--- src/rtl/tdc_pkg.sv ---
package tdc_pkg;

  typedef enum logic [5:0] {
    ST_ARMED    = 6'h00,
    ST_IDLE     = 6'h06,
    ST_CLEAR    = 6'h07,
    ST_MEASURE  = 6'h08,
    ST_SKIP     = 6'h0C,
    ST_LATCH    = 6'h0E,
    ST_POR      = 6'h0F,
    ST_CLR_WAIT = 6'h16,
    ST_QUIET    = 6'h1E,
    ST_ABORT    = 6'h2E
  } tdc_state_e;

  typedef enum logic [1:0] {
    OP_CLEAR = 2'd0,
    OP_SYNC  = 2'd1,
    OP_ASYNC = 2'd2,
    OP_ABORT = 2'd3
  } tdc_op_e;

  localparam int unsigned SAT_SEL_MIN = 3;
  localparam int unsigned SAT_BIT_OFS = 9;

  // Map the 4-bit saturation select onto a result bit index.
  function automatic int unsigned sat_bit_index(input logic [3:0] sel);
    int unsigned s;
    s = int'(sel);
    if (s < SAT_SEL_MIN) s = SAT_SEL_MIN;
    return s + SAT_BIT_OFS;
  endfunction

  function automatic logic is_counting(input tdc_state_e st);
    return (st == ST_MEASURE) || (st == ST_SKIP);
  endfunction

endpackage

--- src/rtl/tdc_stop_edge.sv ---
module tdc_stop_edge (
  input  logic clk,
  input  logic rst_n,
  input  logic evt,
  input  logic pol,
  output logic hit
);
  logic active;
  logic prev_q;

  assign active = evt ^ pol;

  always_ff @(posedge clk or negedge rst_n) begin
    if (!rst_n) prev_q <= 1'b1;
    else        prev_q <= active;
  end

  assign hit = active & ~prev_q;


  stop_edge_only_chk: assert property (@(posedge clk) disable iff (!rst_n)
    hit |=> !hit);
endmodule

--- src/rtl/tdc_span_counter.sv ---
module tdc_span_counter #(
  parameter int unsigned RES_W     = 25,
  parameter int unsigned RESET_VAL = 2,
  parameter int unsigned STEP      = 2
) (
  input  logic             clk,
  input  logic             rst_n,
  input  logic             clr,
  input  logic             count_en,
  input  logic [3:0]       sat_sel,
  output logic [RES_W-1:0] result,
  output logic             sat_hit
);
  import tdc_pkg::*;

  localparam int unsigned IDX_W = $clog2(RES_W);

  function automatic logic [RES_W-1:0] advance(input logic [RES_W-1:0] v);
    return v + RES_W'(STEP);
  endfunction

  logic [IDX_W-1:0] sat_idx;
  logic [RES_W-1:0] cnt_q;

  assign sat_idx = IDX_W'(sat_bit_index(sat_sel));

  always_ff @(posedge clk or negedge rst_n) begin
    if (!rst_n)        cnt_q <= RES_W'(RESET_VAL);
    else if (clr)      cnt_q <= '0;
    else if (count_en) cnt_q <= advance(cnt_q);
  end

  assign result  = cnt_q;
  assign sat_hit = count_en & cnt_q[sat_idx];


  hold_when_idle_chk: assert property (@(posedge clk) disable iff (!rst_n)
    (!count_en && !clr) |=> $stable(result));

  step_two_chk: assert property (@(posedge clk) disable iff (!rst_n)
    (count_en && !clr) |=> (result == $past(result) + RES_W'(STEP)));
endmodule

--- src/rtl/tdc_skip_counter.sv ---
module tdc_skip_counter #(
  parameter int unsigned SKIP_W = 8
) (
  input  logic              clk,
  input  logic              rst_n,
  input  logic              load,
  input  logic [SKIP_W-1:0] load_val,
  input  logic              wr_en,
  input  logic [SKIP_W-1:0] wr_val,
  input  logic              dec,
  output logic [SKIP_W-1:0] cnt,
  output logic              zero
);
  logic [SKIP_W-1:0] cnt_q;

  always_ff @(posedge clk or negedge rst_n) begin
    if (!rst_n)     cnt_q <= '0;
    else if (load)  cnt_q <= load_val;
    else if (wr_en) cnt_q <= wr_val;
    else if (dec)   cnt_q <= cnt_q - 1'b1;
  end

  assign cnt  = cnt_q;
  assign zero = (cnt_q == '0);


  empty_stays_empty_chk: assert property (@(posedge clk) disable iff (!rst_n)
    (!load && zero) |=> zero);

  dec_by_one_chk: assert property (@(posedge clk) disable iff (!rst_n)
    (dec && !load && !wr_en) |=> (cnt == $past(cnt) - 1'b1));
endmodule

--- src/rtl/tdc_ctrl.sv ---
module tdc_ctrl
  import tdc_pkg::*;
(
  input  logic       clk,
  input  logic       rst_n,
  input  logic       cmd_valid,
  input  logic [1:0] cmd,
  input  logic       start_act,
  input  logic       stop_hit,
  input  logic       sat_hit,
  input  logic       skip_zero,
  output tdc_state_e state,
  output logic       count_en,
  output logic       clr_result,
  output logic       load_skip,
  output logic       dec_skip,
  output logic       skip_wr_ok,
  output logic       done_flag,
  output logic       sat_flag,
  output logic       done_pulse
);
  tdc_state_e state_q, state_d;
  logic sync_q, abort_pend_q;
  logic op_clear, op_sync, op_async, op_abort;
  logic start_req, enter_latch, end_hit;

  assign op_clear  = cmd_valid && (tdc_op_e'(cmd) == OP_CLEAR);
  assign op_sync   = cmd_valid && (tdc_op_e'(cmd) == OP_SYNC);
  assign op_async  = cmd_valid && (tdc_op_e'(cmd) == OP_ASYNC);
  assign op_abort  = cmd_valid && (tdc_op_e'(cmd) == OP_ABORT);
  assign start_req = (state_q == ST_IDLE) && (op_sync || op_async);
  assign end_hit   = sat_hit || stop_hit;

  always_comb begin
    state_d = state_q;
    unique case (state_q)
      ST_POR:      state_d = ST_IDLE;
      ST_IDLE: begin
        if (op_sync || op_async) state_d = ST_CLEAR;
        else if (op_abort)       state_d = ST_ABORT;
      end
      ST_CLEAR:    state_d = ST_CLR_WAIT;
      ST_CLR_WAIT: begin
        if (abort_pend_q || op_abort) state_d = ST_ABORT;
        else if (sync_q)              state_d = ST_QUIET;
        else                          state_d = ST_ARMED;
      end
      ST_QUIET: begin
        if (op_abort)        state_d = ST_ABORT;
        else if (!start_act) state_d = ST_ARMED;
      end
      ST_ARMED: begin
        if (op_abort)       state_d = ST_ABORT;
        else if (start_act) state_d = skip_zero ? ST_MEASURE : ST_SKIP;
      end
      ST_SKIP: begin
        if (op_abort)                    state_d = ST_ABORT;
        else if (sat_hit)                state_d = ST_LATCH;
        else if (stop_hit && skip_zero)  state_d = ST_LATCH;
        else if (!stop_hit && skip_zero) state_d = ST_MEASURE;
      end
      ST_MEASURE: begin
        if (op_abort)     state_d = ST_ABORT;
        else if (end_hit) state_d = ST_LATCH;
      end
      ST_LATCH:    state_d = ST_IDLE;
      ST_ABORT:    state_d = ST_IDLE;
      default:     state_d = ST_IDLE;
    endcase
  end

  assign enter_latch = (state_d == ST_LATCH) && (state_q != ST_LATCH);
  assign count_en    = is_counting(state_q);
  assign clr_result  = (state_q == ST_CLEAR) || ((state_q == ST_IDLE) && op_clear);
  assign load_skip   = (state_q == ST_CLEAR);
  assign dec_skip    = (state_q == ST_SKIP) && stop_hit && !skip_zero && !op_abort && !sat_hit;
  assign skip_wr_ok  = (state_q == ST_SKIP) && !skip_zero;
  assign done_pulse  = (state_q == ST_LATCH);
  assign state       = state_q;

  always_ff @(posedge clk or negedge rst_n) begin
    if (!rst_n) begin
      state_q      <= ST_POR;
      sync_q       <= 1'b0;
      abort_pend_q <= 1'b0;
      done_flag    <= 1'b0;
      sat_flag     <= 1'b0;
    end else begin
      state_q <= state_d;
      if (start_req) sync_q <= op_sync;
      if (state_q == ST_CLEAR) abort_pend_q <= op_abort;
      else                     abort_pend_q <= 1'b0;
      if (clr_result) begin
        done_flag <= 1'b0;
        sat_flag  <= 1'b0;
      end else if (enter_latch) begin
        done_flag <= 1'b1;
        sat_flag  <= sat_hit;
      end
    end
  end


  done_single_chk: assert property (@(posedge clk) disable iff (!rst_n)
    done_pulse |=> !done_pulse);

  sat_needs_done_chk: assert property (@(posedge clk) disable iff (!rst_n)
    sat_flag |-> done_flag);

  clear_holds_abort_chk: assert property (@(posedge clk) disable iff (!rst_n)
    (state_q == ST_CLEAR) |=> (state_q == ST_CLR_WAIT));

  abort_to_idle_chk: assert property (@(posedge clk) disable iff (!rst_n)
    (state_q == ST_ABORT) |=> (state_q == ST_IDLE && !done_pulse));

  start_only_idle_chk: assert property (@(posedge clk) disable iff (!rst_n)
    (state_q != ST_IDLE) |=> (state_q != ST_CLEAR));
endmodule

--- src/rtl/tdc_engine.sv ---
module tdc_engine #(
  parameter int unsigned RES_W  = 25,
  parameter int unsigned SKIP_W = 8
) (
  input  logic              clk,
  input  logic              rst_n,
  input  logic              cmd_valid,
  input  logic [1:0]        cmd,
  input  logic              start_evt,
  input  logic              start_pol,
  input  logic              stop_evt,
  input  logic              stop_pol,
  input  logic [3:0]        sat_sel,
  input  logic              skip_en,
  input  logic [SKIP_W-1:0] skip_load,
  input  logic              skip_wr,
  input  logic [SKIP_W-1:0] skip_wdata,
  output logic [RES_W-1:0]  result,
  output logic              done_flag,
  output logic              sat_flag,
  output logic              done_pulse,
  output logic [SKIP_W-1:0] skip_left,
  output logic [5:0]        state_code
);
  import tdc_pkg::*;

  localparam int unsigned RESET_RESULT = 2;
  localparam int unsigned EDGE_STEP    = 2;

  tdc_state_e        state;
  logic              start_act, stop_hit, sat_hit, skip_zero;
  logic              count_en, clr_result, load_skip, dec_skip, skip_wr_ok;
  logic [SKIP_W-1:0] skip_init;

  assign start_act = start_evt ^ start_pol;
  assign skip_init = skip_en ? skip_load : '0;

  tdc_stop_edge u_stop (
    .clk   (clk),
    .rst_n (rst_n),
    .evt   (stop_evt),
    .pol   (stop_pol),
    .hit   (stop_hit)
  );

  tdc_ctrl u_ctrl (
    .clk        (clk),
    .rst_n      (rst_n),
    .cmd_valid  (cmd_valid),
    .cmd        (cmd),
    .start_act  (start_act),
    .stop_hit   (stop_hit),
    .sat_hit    (sat_hit),
    .skip_zero  (skip_zero),
    .state      (state),
    .count_en   (count_en),
    .clr_result (clr_result),
    .load_skip  (load_skip),
    .dec_skip   (dec_skip),
    .skip_wr_ok (skip_wr_ok),
    .done_flag  (done_flag),
    .sat_flag   (sat_flag),
    .done_pulse (done_pulse)
  );

  tdc_span_counter #(
    .RES_W     (RES_W),
    .RESET_VAL (RESET_RESULT),
    .STEP      (EDGE_STEP)
  ) u_span (
    .clk      (clk),
    .rst_n    (rst_n),
    .clr      (clr_result),
    .count_en (count_en),
    .sat_sel  (sat_sel),
    .result   (result),
    .sat_hit  (sat_hit)
  );

  tdc_skip_counter #(
    .SKIP_W (SKIP_W)
  ) u_skip (
    .clk      (clk),
    .rst_n    (rst_n),
    .load     (load_skip),
    .load_val (skip_init),
    .wr_en    (skip_wr && skip_wr_ok),
    .wr_val   (skip_wdata),
    .dec      (dec_skip),
    .cnt      (skip_left),
    .zero     (skip_zero)
  );

  assign state_code = state;
endmodule

--- config.mk ---
export PLATFORM = sky130hd
export DESIGN_NAME = tdc_engine
export DESIGN_NICKNAME = d
export VERILOG_FILES = /design/src/rtl/tdc_pkg.sv /design/src/rtl/tdc_stop_edge.sv /design/src/rtl/tdc_span_counter.sv /design/src/rtl/tdc_skip_counter.sv /design/src/rtl/tdc_ctrl.sv /design/src/rtl/tdc_engine.sv
export SDC_FILE = /design/constraint.sdc
export NUM_CORES = 1
export LEC_CHECK = 0
export BUFFER_PORTS_ARGS = -buffer_cell sky130_fd_sc_hd__buf_4
export CORE_AREA = 2 2 80 82
export CTS_BUF_LIST = sky130_fd_sc_hd__clkbuf_4
export DETAILED_ROUTE_END_ITERATION = 16
export DIE_AREA = 0 0 82 84
export PLACE_DENSITY = 0.86
export SYNTH_ARGS = -nofsm -noshare
export SYNTH_HDL_FRONTEND = slang
export SYNTH_SLANG_ARGS = --single-unit
--- constraint.sdc ---
create_clock -name clk -period 2.25 [get_ports clk]
set_input_delay 0 -clock clk [delete_from_list [all_inputs] [get_ports clk]]
set_output_delay 0 -clock clk [all_outputs]
set_load 0.005 [all_outputs]
==> results.json <==
{
  "layout_common_cells": "109 x buf_4, 39 x nor2_1, 37 x dfrtp_1, 26 x nand2_1, 25 x nand3_1",
  "worstSkewPairLatency_ps": 380,
  "cp-end-kind": "flip-flop",
  "final_common_cell": "buf_4",
  "pre_cts_ws_ps": -169,
  "dieArea_um2": 6890,
  "root_buffer": "clkbuf_4",
  "tightest_slew_ps": 570,
  "finalCriticalPeriod_ps": 2280,
  "vdd_drop_max_mv": 0.490,
  "antenna_found_initial": 0,
  "rsz0062_at_grt": "true",
  "syn_area_per_cell_um2": 8.83,
  "seq_area_frac_synth_pct": 36.7,
  "min_path_type": "primary input to flip-flop",
  "power.density_nw_per_um2": 799,
  "placed_cells": 497,
  "skew_ps": 17.5,
  "ys_seq_elements": 43,
  "clkTransAtPathRegs_ps": 140,
  "cts.sinks": 43,
  "status": "finished with violations",
  "cts_buffer_depth": 2,
  "final_nets": 481,
  "worst_slack_ps": -33.4,
  "syn_area_um2": 2950,
  "routed_via_density": 5.70,
  "cts_inserted_buffers": 5,
  "r2r_setup_slack_ps": -30,
  "grt_pass1_vias": 2951,
  "grt_pass1_wl_mm": 13.4,
  "die_h_um": 84,
  "crit_chain": "and4bb_2 > and3b_2 > o31a_1 > a2111o_1 > or3b_4 > a31o_1 > a21o_1",
  "yosysWarnings": 0,
  "num_io_pins": 73,
  "start_util_pct": 48.4,
  "drt.antenna.violating_nets": 0,
  "grt_max_degree": 44,
  "cp.arrival_ps": 2560,
  "drive_gt1_share_pct": 35.9,
  "ys_async_sr_fraction_pct": 100,
  "synth_fp_nets": 368,
  "die_x_um": 82,
  "fin_util_pct": 68.2,
  "post-dp-hpwl_mm": 5.99,
  "period_share_pct": 101,
  "vias": 2990,
  "gr-total-overflow": 0,
  "netlist_instances": 334,
  "diodes": 0,
  "timing.critical_path.buf_inv": 0,
  "drtIter0Drc": 216,
  "max_freq_mhz": 438,
  "wl_per_cell_um": 15.8,
  "path_delay_family": "simple AND/OR/NAND/NOR gates",
  "cts_tree": "done",
  "core_area_um2": 6100,
  "dr.pass1.iters": 4,
  "syn2layout_area_growth_pct": 41.0,
  "drc": 0,
  "port_buffers": 71,
  "cts.htree.levels": 2,
  "hold_viol_final": 0,
  "maxCapViolCount": 0,
  "setup_viol": 1,
  "n_fill_cell": 474,
  "crit_type": "flip-flop to flip-flop",
  "relSlewSlack_pct": 62.0,
  "synth_flop_cell": "dfrtp_1",
  "crit_path_start_kind": "flip-flop",
  "ys_types": 63,
  "cp_max_fo": 6,
  "synth-edff-count": 0,
  "cellLeakagePower_nw": 1.93,
  "place_congestion": 0.893,
  "finalPower_mw": 3.32,
  "worst_path_max_delay_cell": "dfstp_2",
  "worstPathRequired_ps": 2520,
  "rows": 29,
  "slowest_delay_ps": 610,
  "routed_wl_mm": 8.28,
  "grt_use_total_pct": 24.6,
  "final_cells": 525,
  "slew_viol_final": 0,
  "violations": "setup timing"
}
==> worst paths after layout <==
kind | cells after the start | startpoint | end
max | 7 | u_ctrl.state[1]$_DFF_PN1_ | u_ctrl.sat_flag$_DFFE_PN0P_
min | 3 | skip_wr | u_skip.cnt[0]$_DFFE_PN0P_
max reg2reg | 7 | u_ctrl.state[1]$_DFF_PN1_ | u_ctrl.sat_flag$_DFFE_PN0P_
min reg2reg | 2 | u_ctrl.done_flag$_DFFE_PN0P_ | u_ctrl.done_flag$_DFFE_PN0P_
max in group asynchronous | 2 | rst_n | u_ctrl.state[0]$_DFF_PN1_
min in group asynchronous | 2 | rst_n | u_span.result[4]$_DFFE_PN0P_
==> state kept, by name (all words and copies together), names as in the netlist <==
| name | count |
|---|---|
| u_ctrl.sat_flag | 1 |
| u_skip.cnt | 8 |
| u_ctrl.sync_q | 1 |
| u_span.result | 24 |
| u_ctrl.state | 6 |
| u_ctrl.done_flag | 1 |
| u_ctrl.abort_pend_q | 1 |
| u_stop.prev_q | 1 |
==> stage by stage <==
| stage | TNS [ps] | area, µm² | hold WS [ps] |
|---|---|---|---|
| 4_1_cts | -22.2 | 4040 | 2.62 |
| 6_report | -33.4 | 4160 | 9.99 |
| 3_3_place_gp | -630 | 3830 | 17.9 |
| 3_5_place_dp | -1180 | 3830 | 30.3 |
| 5_1_grt | -650 | 4160 | 2.59 |
| 2_1_floorplan | -431 | 3040 | -296 |
==> metal layers <==
metal / global-route usage [%] / vias to the layer above / share of wire [%]
met5: 0 / - / 0
met4: 6.52 / 0 / 1.9
met3: 3.79 / 16 / 5.1
met2: 42.0 / 126 / 51
met1: 32.1 / 1417 / 42
li1: - / 1431 / -
==> kinds of logic after synthesis <==
kind of cell / after synthesis / synth area share, %
and+or+nand+nor: 150 / 27.0
muxes: 14 / 5.47
AOI/OAI and AO/OA: 68 / 16.4
adders and majority gates: 3 / 1.27
buffers and inverters: 24 / 3.77
DFF: 43 / 36.7
xor gates and xnor gates: 31 / 9.20
other: 1 / 0.127
==> cells in the mapped netlist (3+ instances only) <==
master,instances,area share [%]
mux2_2,7,2.7
nand4_1,3,0.64
mux2i_1,6,2.0
nand3_1,26,4.4
clkbuf_1,8,1.0
dfrtp_1,37,31
nand2b_1,6,1.3
ha_1,3,1.3
buf_2,5,0.85
a21oi_1,10,1.7
inv_1,7,0.89
dfstp_2,6,5.3
buf_4,4,1.0
nor2b_1,7,1.5
o31ai_1,3,0.76
nor2_1,39,5.0
o21ai_0,18,3.1
o22ai_1,3,0.64
or2_2,3,0.64
nor3_1,6,1.0
xor2_1,20,5.9
a211oi_1,3,0.76
nand2_1,26,3.3
a31oi_1,4,0.85
and3_1,10,2.1
xnor2_1,11,3.3
==> final cells by class <==
cell class	instances	area [µm²]	share of cell area, %
repair buffers	123	978	23.5
multi-input cells	267	1910	46.0
flip-flops and latches	43	1080	26.1
clock buffers	5	37.5	0.903
well taps	77	96.3	2.32
inverters	7	26.3	0.632
clock inverters	3	23.8	0.572
==> where the power goes <==
group	leakage (nW)	switching, mW	internal [mW]
clock network	0.0278	0.286	0.125
logic	1.35	0.828	0.966
registers	0.551	0.185	0.932
total	1.93	1.30	2.02
==> repair_timing <==
action / in CTS / in global routing
endpoints found under the hold margin: 49 / 0
setup endpoints to repair: 3 / 17
setup buffers: 3 / 5
resized for setup: 3 / 13
pin swaps: 2 / 11
hold buffers: 12 / 0
==> worst min-delay path: stages <==
cell      delay (ps)
buf_4            100
a32oi_1           60
o221ai_1         180
(Power assumes the default switching activity.)
